$ cat config.mk
export PLATFORM = sky130hd
export DESIGN_NAME = norcui_top
export DESIGN_NICKNAME = d
export VERILOG_FILES = /design/src/rtl/norcui_pkg.sv /design/src/rtl/norcui_ctrl.sv /design/src/rtl/norcui_dpath.sv /design/src/rtl/norcui_top.sv
export SDC_FILE = /design/constraint.sdc
export NUM_CORES = 2
export LEC_CHECK = 0
export BUFFER_PORTS_ARGS = -buffer_cell sky130_fd_sc_hd__buf_2
export CORE_ASPECT_RATIO = 0.7
export CORE_MARGIN = 3
export CORE_UTILIZATION = 40
export CTS_BUF_LIST = sky130_fd_sc_hd__clkbuf_4
export DETAILED_ROUTE_END_ITERATION = 6
export PLACE_DENSITY = 0.56
export SLEW_MARGIN = 20
export SYNTH_ARGS = -nofsm -noshare
export SYNTH_HDL_FRONTEND = slang
export SYNTH_SLANG_ARGS = --single-unit
$ cat constraint.sdc
create_clock -name clk -period 4.1 [get_ports clk]
set_input_delay 0.205 -clock clk [delete_from_list [all_inputs] [get_ports clk]]
set_output_delay 0.205 -clock clk [all_outputs]
set_load 0.03 [all_outputs]
$ cat src/rtl/norcui_pkg.sv
package norcui_pkg;

  localparam logic [7:0] CMD_ARRAY   = 8'hFF;
  localparam logic [7:0] CMD_STATUS  = 8'h70;
  localparam logic [7:0] CMD_PROT    = 8'h90;
  localparam logic [7:0] CMD_CLEAR   = 8'h50;
  localparam logic [7:0] CMD_ERASE   = 8'h20;
  localparam logic [7:0] CMD_PROG    = 8'h40;
  localparam logic [7:0] CMD_LOCKSET = 8'h60;
  localparam logic [7:0] CMD_PRPROG  = 8'hC0;
  localparam logic [7:0] CMD_CONFIRM = 8'hD0;
  localparam logic [7:0] CMD_LOCK    = 8'h01;
  localparam logic [7:0] CMD_SUSPEND = 8'hB0;

  typedef enum logic [1:0] {MODE_ARRAY, MODE_STATUS, MODE_PROT} readMode_e;
  typedef enum logic [1:0] {ST_IDLE, ST_SETUP, ST_BUSY} ctrlState_e;
  typedef enum logic [1:0] {SK_ERASE, SK_PROG, SK_LOCK, SK_PR} setupKind_e;

  typedef struct packed {
    logic doProg;
    logic doErase;
    logic doPrProg;
    logic doLock;
    logic doUnlock;
    logic errSeq;
    logic errLockProg;
    logic errLockErase;
    logic clrStat;
  } dpStrobe_t;

endpackage

$ cat src/rtl/norcui_ctrl.sv
module norcui_ctrl
  import norcui_pkg::*;
#(
  parameter int ADDR_W   = 6,
  parameter int DATA_W   = 16,
  parameter int BUSY_CYC = 8
) (
  input  logic              clk,
  input  logic              rstN,
  input  logic              wrEn,
  input  logic [ADDR_W-1:0] addr,
  input  logic [DATA_W-1:0] wrData,
  input  logic              blkLocked,
  output dpStrobe_t         stb,
  output logic [ADDR_W-1:0] tgtAddr,
  output logic [DATA_W-1:0] opData,
  output readMode_e         mode,
  output logic              ready,
  output logic              ersSusp,
  output logic              prgSusp
);

  localparam int CNT_W = $clog2(BUSY_CYC + 1);

  ctrlState_e        state, stateN;
  setupKind_e        kind, kindN;
  readMode_e         modeN;
  logic              suspended, suspN;
  logic              busyErase, busyEraseN;
  logic              busyPr, busyPrN;
  logic [CNT_W-1:0]  cnt, cntN;
  logic [ADDR_W-1:0] opAddr, opAddrN;
  logic [DATA_W-1:0] opDataN;
  logic [7:0]        cmd;

  assign cmd = wrData[7:0];

  always_comb begin
    stb = '0;
    stateN = state; kindN = kind; modeN = mode; suspN = suspended;
    cntN = cnt; opAddrN = opAddr; opDataN = opData;
    busyEraseN = busyErase; busyPrN = busyPr;
    case (state)
      ST_IDLE: if (wrEn) begin
        case (cmd)
          CMD_ARRAY:   modeN = MODE_ARRAY;
          CMD_STATUS:  modeN = MODE_STATUS;
          CMD_PROT:    modeN = MODE_PROT;
          CMD_CLEAR:   stb.clrStat = 1'b1;
          CMD_ERASE:   begin stateN = ST_SETUP; kindN = SK_ERASE; modeN = MODE_STATUS; end
          CMD_PROG:    begin stateN = ST_SETUP; kindN = SK_PROG;  modeN = MODE_STATUS; end
          CMD_LOCKSET: begin stateN = ST_SETUP; kindN = SK_LOCK;  modeN = MODE_STATUS; end
          CMD_PRPROG:  begin stateN = ST_SETUP; kindN = SK_PR;    modeN = MODE_STATUS; end
          default: ;
        endcase
      end
      ST_SETUP: if (wrEn) begin
        stateN = ST_IDLE;
        case (kind)
          SK_ERASE:
            if (cmd != CMD_CONFIRM) stb.errSeq = 1'b1;
            else if (blkLocked) stb.errLockErase = 1'b1;
            else begin
              stateN = ST_BUSY; cntN = CNT_W'(BUSY_CYC);
              busyEraseN = 1'b1; busyPrN = 1'b0; opAddrN = addr;
            end
          SK_PROG:
            if (blkLocked) stb.errLockProg = 1'b1;
            else begin
              stateN = ST_BUSY; cntN = CNT_W'(BUSY_CYC);
              busyEraseN = 1'b0; busyPrN = 1'b0; opAddrN = addr; opDataN = wrData;
            end
          SK_PR: begin
            stateN = ST_BUSY; cntN = CNT_W'(BUSY_CYC);
            busyEraseN = 1'b0; busyPrN = 1'b1; opAddrN = addr; opDataN = wrData;
          end
          default:
            if (cmd == CMD_LOCK) stb.doLock = 1'b1;
            else if (cmd == CMD_CONFIRM) stb.doUnlock = 1'b1;
            else stb.errSeq = 1'b1;
        endcase
      end
      ST_BUSY:
        if (!suspended) begin
          if (cnt == CNT_W'(1)) begin
            stateN = ST_IDLE;
            if (busyErase) stb.doErase = 1'b1;
            else if (busyPr) stb.doPrProg = 1'b1;
            else stb.doProg = 1'b1;
          end else if (wrEn && cmd == CMD_SUSPEND) begin
            suspN = 1'b1;
          end else begin
            cntN = cnt - CNT_W'(1);
          end
        end else if (wrEn) begin
          case (cmd)
            CMD_ARRAY:   modeN = MODE_ARRAY;
            CMD_STATUS:  modeN = MODE_STATUS;
            CMD_PROT:    modeN = MODE_PROT;
            CMD_CLEAR:   stb.clrStat = 1'b1;
            CMD_CONFIRM: suspN = 1'b0;
            default: ;
          endcase
        end
      default: stateN = ST_IDLE;
    endcase
  end

  always_ff @(posedge clk or negedge rstN) begin
    if (!rstN) begin
      state <= ST_IDLE; kind <= SK_ERASE; mode <= MODE_ARRAY;
      suspended <= 1'b0; busyErase <= 1'b0; busyPr <= 1'b0;
      cnt <= '0; opAddr <= '0; opData <= '0;
    end else begin
      state <= stateN; kind <= kindN; mode <= modeN;
      suspended <= suspN; busyErase <= busyEraseN; busyPr <= busyPrN;
      cnt <= cntN; opAddr <= opAddrN; opData <= opDataN;
    end
  end

  assign tgtAddr = (state == ST_BUSY) ? opAddr : addr;
  assign ready   = !(state == ST_BUSY && !suspended);
  assign ersSusp = suspended && busyErase;
  assign prgSusp = suspended && !busyErase;


  erase_start_chk: assert property (@(posedge clk) disable iff (!rstN)
    (state == ST_SETUP && kind == SK_ERASE && wrEn && cmd == CMD_CONFIRM && !blkLocked)
    |=> (!ready && cnt == CNT_W'(BUSY_CYC)));


  seq_err_chk: assert property (@(posedge clk) disable iff (!rstN)
    (state == ST_SETUP && kind == SK_ERASE && wrEn && cmd != CMD_CONFIRM)
    |=> (state == ST_IDLE && ready));


  susp_freeze_chk: assert property (@(posedge clk) disable iff (!rstN)
    (suspended && !(wrEn && cmd == CMD_CONFIRM)) |=> ($stable(cnt) && ready));


  susp_mode_chk: assert property (@(posedge clk) disable iff (!rstN)
    (state == ST_BUSY && !suspended && wrEn && cmd == CMD_SUSPEND) |=> $stable(mode));

endmodule

$ cat src/rtl/norcui_dpath.sv
module norcui_dpath
  import norcui_pkg::*;
#(
  parameter int ADDR_W = 6,
  parameter int BLK_W  = 2,
  parameter int PR_AW  = 2,
  parameter int DATA_W = 16
) (
  input  logic              clk,
  input  logic              pwrRstN,
  input  logic              rstN,
  input  dpStrobe_t         stb,
  input  logic [ADDR_W-1:0] tgtAddr,
  input  logic [DATA_W-1:0] opData,
  input  logic [ADDR_W-1:0] rdAddr,
  input  readMode_e         mode,
  input  logic              ready,
  input  logic              ersSusp,
  input  logic              prgSusp,
  output logic              blkLocked,
  output logic [DATA_W-1:0] rdData
);

  localparam int WORDS  = 1 << ADDR_W;
  localparam int BLOCKS = 1 << BLK_W;
  localparam int PR_N   = 1 << PR_AW;
  localparam int OFF_W  = ADDR_W - BLK_W;

  logic [DATA_W-1:0] arr [WORDS];
  logic [DATA_W-1:0] prMem [PR_N];
  logic [BLOCKS-1:0] lockBits;
  logic [BLK_W-1:0]  tgtBlk;
  logic              eraseErr, progErr, lockErr;
  logic [7:0]        status;

  assign tgtBlk    = tgtAddr[ADDR_W-1 -: BLK_W];
  assign blkLocked = lockBits[tgtBlk];

  always_ff @(posedge clk or negedge pwrRstN) begin
    if (!pwrRstN) begin
      for (int w = 0; w < WORDS; w++) arr[w] <= '1;
      for (int p = 0; p < PR_N; p++) prMem[p] <= '1;
      lockBits <= '0;
    end else begin
      if (stb.doProg) arr[tgtAddr] <= arr[tgtAddr] & opData;
      if (stb.doErase)
        for (int w = 0; w < WORDS; w++)
          if ((w >> OFF_W) == int'(tgtBlk)) arr[w] <= '1;
      if (stb.doPrProg) prMem[tgtAddr[PR_AW-1:0]] <= prMem[tgtAddr[PR_AW-1:0]] & opData;
      if (stb.doLock)   lockBits[tgtBlk] <= 1'b1;
      if (stb.doUnlock) lockBits[tgtBlk] <= 1'b0;
    end
  end

  always_ff @(posedge clk or negedge rstN) begin
    if (!rstN) begin
      eraseErr <= 1'b0; progErr <= 1'b0; lockErr <= 1'b0;
    end else if (stb.clrStat) begin
      eraseErr <= 1'b0; progErr <= 1'b0; lockErr <= 1'b0;
    end else begin
      if (stb.errSeq || stb.errLockErase) eraseErr <= 1'b1;
      if (stb.errSeq || stb.errLockProg)  progErr  <= 1'b1;
      if (stb.errLockErase || stb.errLockProg) lockErr <= 1'b1;
    end
  end

  assign status = {ready, ersSusp, eraseErr, progErr, 1'b0, prgSusp, lockErr, 1'b0};

  always_comb begin
    case (mode)
      MODE_STATUS: rdData = {{(DATA_W-8){1'b0}}, status};
      MODE_PROT:   rdData = prMem[rdAddr[PR_AW-1:0]];
      default:     rdData = arr[rdAddr];
    endcase
  end


  lock_guard_chk: assert property (@(posedge clk) disable iff (!rstN || !pwrRstN)
    (stb.doProg || stb.doErase) |-> !lockBits[tgtBlk]);


  sticky_hold_chk: assert property (@(posedge clk) disable iff (!rstN)
    (!stb.clrStat && (eraseErr || progErr || lockErr))
    |=> (({eraseErr, progErr, lockErr} & $past({eraseErr, progErr, lockErr}))
         == $past({eraseErr, progErr, lockErr})));


  lock_keep_chk: assert property (@(posedge clk) disable iff (!pwrRstN)
    !stb.doUnlock |=> ((lockBits & $past(lockBits)) == $past(lockBits)));

endmodule

$ cat src/rtl/norcui_top.sv
module norcui_top
  import norcui_pkg::*;
#(
  parameter int ADDR_W   = 6,
  parameter int BLK_W    = 2,
  parameter int PR_AW    = 2,
  parameter int BUSY_CYC = 8
) (
  input  logic              clk,
  input  logic              pwrRstN,
  input  logic              rstN,
  input  logic              wrEn,
  input  logic [ADDR_W-1:0] addr,
  input  logic [15:0]       wrData,
  output logic [15:0]       rdData
);

  localparam int DATA_W = 16;

  dpStrobe_t         stb;
  logic [ADDR_W-1:0] tgtAddr;
  logic [DATA_W-1:0] opData;
  readMode_e         mode;
  logic              ready, ersSusp, prgSusp, blkLocked;

  norcui_ctrl #(.ADDR_W(ADDR_W), .DATA_W(DATA_W), .BUSY_CYC(BUSY_CYC)) ctrl_i (
    .clk(clk), .rstN(rstN), .wrEn(wrEn), .addr(addr), .wrData(wrData),
    .blkLocked(blkLocked), .stb(stb), .tgtAddr(tgtAddr), .opData(opData),
    .mode(mode), .ready(ready), .ersSusp(ersSusp), .prgSusp(prgSusp));

  norcui_dpath #(.ADDR_W(ADDR_W), .BLK_W(BLK_W), .PR_AW(PR_AW), .DATA_W(DATA_W)) dpath_i (
    .clk(clk), .pwrRstN(pwrRstN), .rstN(rstN), .stb(stb), .tgtAddr(tgtAddr),
    .opData(opData), .rdAddr(addr), .mode(mode), .ready(ready),
    .ersSusp(ersSusp), .prgSusp(prgSusp), .blkLocked(blkLocked), .rdData(rdData));

endmodule

* After elaboration in Yosys (flattened, before gate mapping)
Index checks and enable logic that the tools add are counted.
** Cells by class
- Add/sub/neg operators :: 1
- Magnitude comparators :: 8
- Eq/ne operators :: 38
- Muxes and demuxes :: 163
- Bitwise operators :: 9
- Reduce and logical (&&, ||, !) cells :: 35
** Operator list (count)
- $mux W1024 :: 2
- $mux W16 :: 75
- $bwmux W1024 :: 1
- $bmux W16 S6 :: 2
- $demux W16 S6 :: 1
- $bmux W16 S2 :: 2
- $bwmux W64 :: 1
- $pmux W16 S2 :: 2
- $eq A8 B8 Y1 const B :: 5
- $mux W1 :: 33
- $and A16 B16 Y16 :: 2
- $demux W16 S2 :: 1
- $eq A8 B7 Y1 const B :: 4
- $mux W4 :: 8
- $mux W2 :: 12
- $pmux W2 S3 :: 4
- $ne A2 B2 Y1 const B :: 10
- $mux W6 :: 3
- $pmux W6 S3 :: 1
- $ge A7 B7 Y1 const B :: 2
- $not A6 Y7 :: 2
- $pmux W4 S3 :: 1
- $reduce_and A6 Y1 :: 2
- $reduce_bool A2 Y1 :: 6
- other kinds (45) :: 72
** Storage, ports and cells
- Bits in registers :: 1130
- Bits of input ports :: 26
- Output and inout port bits :: 16

* Logic depth before layout (Yosys ltp)
- Depth in word-level cells :: 12
- Gate-level depth with buffers :: 16
- Gate-level depth less buffers :: 8

* Hierarchy
A second synthesis with hierarchy kept.
** Unflattened totals
- Cell total of the unflattened synthesis :: 5623
- Area, all modules :: 62447.4 µm²
** By module, submodules not included
- norcui_dpath :: instances 1, cells an instance 5453, area each 60520.5 µm², seq. area each 28762.6 µm²
- norcui_ctrl :: instances 1, cells an instance 170, area each 1926.8 µm², seq. area each 875.8 µm²

* Worst setup path after synthesis
OpenSTA, ideal clock, no wires.
- Kind :: input -> output
- Start point :: input port addr[1]
- End point :: output port rdData[6]
- Data arrival time :: 2.886 ns
- Data required time :: 3.895 ns
- Setup slack :: 1.009 ns
- Stages on the path :: 9
- Buffers on the path :: 5
- Path through :: buf_2 > buf_2 > buf_1 > clkbuf_1 > clkbuf_1 > mux4_2 > mux4_2 > a22oi_1 > o2111ai_1
** On the way
- Cells in the longest elaborated chain, start to end :: 5
** RTL lines
- start, declared :: RTL line norcui_top.sv:13 : input logic [ADDR_W-1:0] addr,
- $not A6 Y7 (implied by the code) or $not A2 Y3 (tied branches) :: RTL line norcui_dpath.sv:73, norcui_dpath.sv:72
- $bmux W16 S6 or $bmux W16 S2 (tied branches) :: RTL line norcui_dpath.sv:73, norcui_dpath.sv:72
- $mux W16 (on tied branches) (2 in series) :: RTL line norcui_dpath.sv:73, norcui_dpath.sv:72
- $pmux W16 S2 * :: RTL line norcui_dpath.sv:70 : case (mode)
- end, declared :: RTL line norcui_top.sv:15 : output logic [15:0] rdData
Every way passes the cells marked *; elsewhere a longest branch is shown, timed or not. The select of a mux whose other input is x is not followed.

* Worst setup path after layout
- Start point :: register dpath_i.arr[52] (netlist bit)
- End point :: output port rdData[4]
** On the way
- Cells in the longest elaborated chain, start to end :: 4
** RTL lines
- start, declared :: RTL line norcui_dpath.sv:29 : logic [DATA_W-1:0] arr [WORDS];
- start signal, assigned by index :: RTL line norcui_dpath.sv:45 : if (stb.doProg) arr[tgtAddr] <= arr[tgtAddr] & opData;
- $bmux W16 S6 :: RTL line norcui_dpath.sv:73 : default: rdData = arr[rdAddr];
- $mux W16 (implied by the code) (2 in series) :: RTL line norcui_dpath.sv:73
- $pmux W16 S2 :: RTL line norcui_dpath.sv:70
No other way between the ends. The select of a mux whose other input is x is not followed.

==> reports/qor.txt <==
Main flop type after synthesis - dfstp_2
CP endpoint kind - output port
Die area - 164900 µm²
Hold crit path type - in2reg
Routed length per instance - 31.18 µm
Max_slew headroom - 0.2102
CTS Root Cell - clkbuf_4
Setup Viol. Count Final - 0
Leakage dissipation - 0.02647 µW
Post-layout min period - 4.060 ns
Synthesized area per cell - 10.55 µm²
GP Congestion - 0.9305
Seq/Total Area, Yosys - 0.4632
Tot GR Track Use - 0.3148
Drc violations - 0
Count of cell types in the netlist - 96
Fmax - 0.2463 GHz
Final ANT Viol Nets - 0
Yosys warnings - 0
Final HPWL DP - 169.3 mm
Num CTS Buffers - 303
First-pass GRT wire length - 387.2 mm
Pwr dens - 438.6 nW/µm²
Status - finished clean
Grt total ovfl - 0
Std cell rows - 122
Largest net degree at the start of global routing - 162
Setup CP Type - reg2out
Place WS - 0.3885 ns
Finished Core Util - 0.4576
Clock Skew - 0.1312 ns
CTS max path bufs - 4
Hold_ws - 0.05022 ns
Nets - 6261
Syn nets - 6101
Routed WL - 266.1 mm
Area growth syn-to-layout - 13.32%
Final TNS setup - 0 ns
Synthesis-stage register bit count - 1130
Post-synth EDFFs - 0
Largest area contributor in the netlist - dfstp_2
Max Transition Viols Final - 0
Vias in the first global route - 54155
Die Span Y - 340.6 µm
Top post-synthesis cells by area - dfstp_2 45%, mux4_2 13%, a21oi_1 7.0%, o21ai_0 6.2%, nand2_1 4.2%
Skew-Pair Late Insertion Delay - 1.35 ns
Worst VDD drop - 0.0003461 V
Crit-path max FO - 3
Critical Path Source Type - register
Data arrival, critical path - 3.85 ns
Worst EP required - 3.89 ns
Yosys top cell area share - 0.4468
Pre-antenna DRT Iters - 6
H-tree Lvls - 5
Initial DRC count - 7963
Vias post-DR - 57142
Postcts setup bufs - 0
Ports - 42
Maxcap violations - 0
Vias per cell - 6.695
Overall Power - 31810 µW
Layout cell share with drive strength beyond 1 - 0.4004
TritonCTS clock tree - yes
Actual slew at the worst max-slew pin - 1.176 ns
Final hold viol count - 0
Post-Syn Area - 63990 µm²
Core area - 158400 µm²
Async set-reset flop share out of synthesis - 1.000
Width of the chip - 484.0 µm
Initial Util - 0.4038
RSZ-0062 raised after global routing - yes
Setup ws final - 0.04044 ns
IO Port Bufs - 41
CTS sink cnt - 1130
Period utilization - 0.9901
Initial antenna violation count - 16
Worst-path clk slew - 0.07 ns
Syn Inst Count - 6068
==> Yosys cell counts, drive strengths merged (7+ instances only) <==
cell type,number
dfstp,1088
a21oi,896
o21ai,820
nand2,729
clkbuf,429
mux4,376
buf,228
o31ai,210
o221ai,121
a221o,120
mux2i,114
nand3,114
o22ai,87
and3,86
mux2,79
nor2,61
o211ai,54
dfrtp,42
nand2b,40
a31oi,39
a221oi,33
nand4,22
nor3,22
a21o,19
a22oi,17
a31o,17
inv,16
nor4,16
nor2b,12
and2,11
a32o,9
o21a,9
o311ai,9
o32a,8
o32ai,8
or2,8
a211oi,7
a311o,7
ha,7
or3b,7
==> metrics by stage <==
step / instance area, µm² / instances
final: 72510 / 8535
after detailed placement: 68230 / 7967
after CTS: 72400 / 8515
after global placement: 68210 / 7967
after floorplan: 63990 / 6068
after global routing: 72470 / 8517
==> kinds of logic (layout without fill, tap and decap cells) <==
group	after synthesis	count (layout)	synth area share
flops	1130	1130	0.4632
other cells	0	19	0
buf+inv	673	1013	0.04605
mux	569	569	0.1644
fa+ha+maj	7	7	0.001369
compound gates	2538	2538	0.2425
simple gates	1151	1151	0.08244
==> path summary, 6_finish.rpt <==
kind	from	endpoint	slack, ns	cells past startpoint
max in group asynchronous	pwrRstN	dpath_i.arr[122]	2.95	5
worst max register to register	ctrl_i.state[0]	dpath_i.arr[38]	0.26	9
min in group asynchronous	rstN	ctrl_i.opData[7]	0.11	4
worst min register to register	dpath_i.prMem[10]	dpath_i.prMem[10]	0.48	2
worst max-delay path	dpath_i.arr[52]	rdData[4]	0.04	6
worst min-delay path	addr[0]	dpath_i.arr[708]	0.05	7
==> cell type report <==
class,instances,area [µm²]
Clock buffer,422,3168
Tap cell,2108,2638
Inverter,16,65.06
Clock inverter,63,329.1
Antenna cell,19,47.55
Fill cell,14876,85930
Timing Repair Buffer,512,4928
Multi-Input combinational cell,4265,31690
Sequential cell,1130,29650
==> power by group <==
part | leakage, µW | internal (µW) | switching, µW
combinational | 0.0124 | 3180 | 5780
clock | 0.00211 | 4900 | 5040
sequential | 0.0119 | 12300 | 589
total | 0.0265 | 20400 | 11400
==> routing by layer <==
| layer | GRT usage | part of all wire |
|---|---|---|
| met4 | 0.1192 | 0.037 |
| met1 | 0.4522 | 0.41 |
| met2 | 0.4225 | 0.40 |
| met5 | 0.009565 | 0.0010 |
| met3 | 0.1227 | 0.15 |
==> critical path, cell delays in order, from the launching register on <==
cell and delay (ns):
dfstp_2 0.38, mux4_2 0.52, mux4_2 0.63, mux2_4 0.34, a222oi_1 0.28, nand2_1 0.19
buf_6 0.21
==> state kept, by name (all words and copies together) (netlist names), 2 cells and up, named ones only <==
signal,cells
ctrl_i.opData,16
dpath_i.prMem,64
ctrl_i.kind,2
ctrl_i.state,2
ctrl_i.opAddr,6
ctrl_i.cnt,4
ctrl_i.mode,2
dpath_i.arr,1024
==> placed cells by master, fill, tap and decap left out, drive strengths merged, types with 16 or more instances in the layout <==
| cell type | instances |
|---|---|
| and3 | 86 |
| o31ai | 210 |
| mux2i | 114 |
| nand4 | 22 |
| o22ai | 87 |
| o211ai | 54 |
| a21o | 19 |
| dlygate4sd3 | 62 |
| mux4 | 376 |
| nand2 | 729 |
| nand2b | 40 |
| o221ai | 121 |
| a221oi | 33 |
| o21ai | 820 |
| buf | 449 |
| nor4 | 16 |
| clkbuf | 423 |
| dfrtp | 42 |
| a22oi | 17 |
| a21oi | 896 |
| nand3 | 114 |
| diode | 19 |
| nor2 | 61 |
| inv | 23 |
| clkinv | 52 |
| a221o | 120 |
| mux2 | 79 |
| dfstp | 1088 |
| nor3 | 22 |
| a31oi | 39 |
| a31o | 17 |
==> repair_timing <==
item / in CTS / in global routing
gates resized for setup: 7 / 3
hold endpoints to repair: 983 / 0
pin swaps: 0 / 0
hold buffers: 63 / 0
setup endpoints to repair: 10 / 5
cloned: 0 / 0
(Power assumes the default switching activity.)
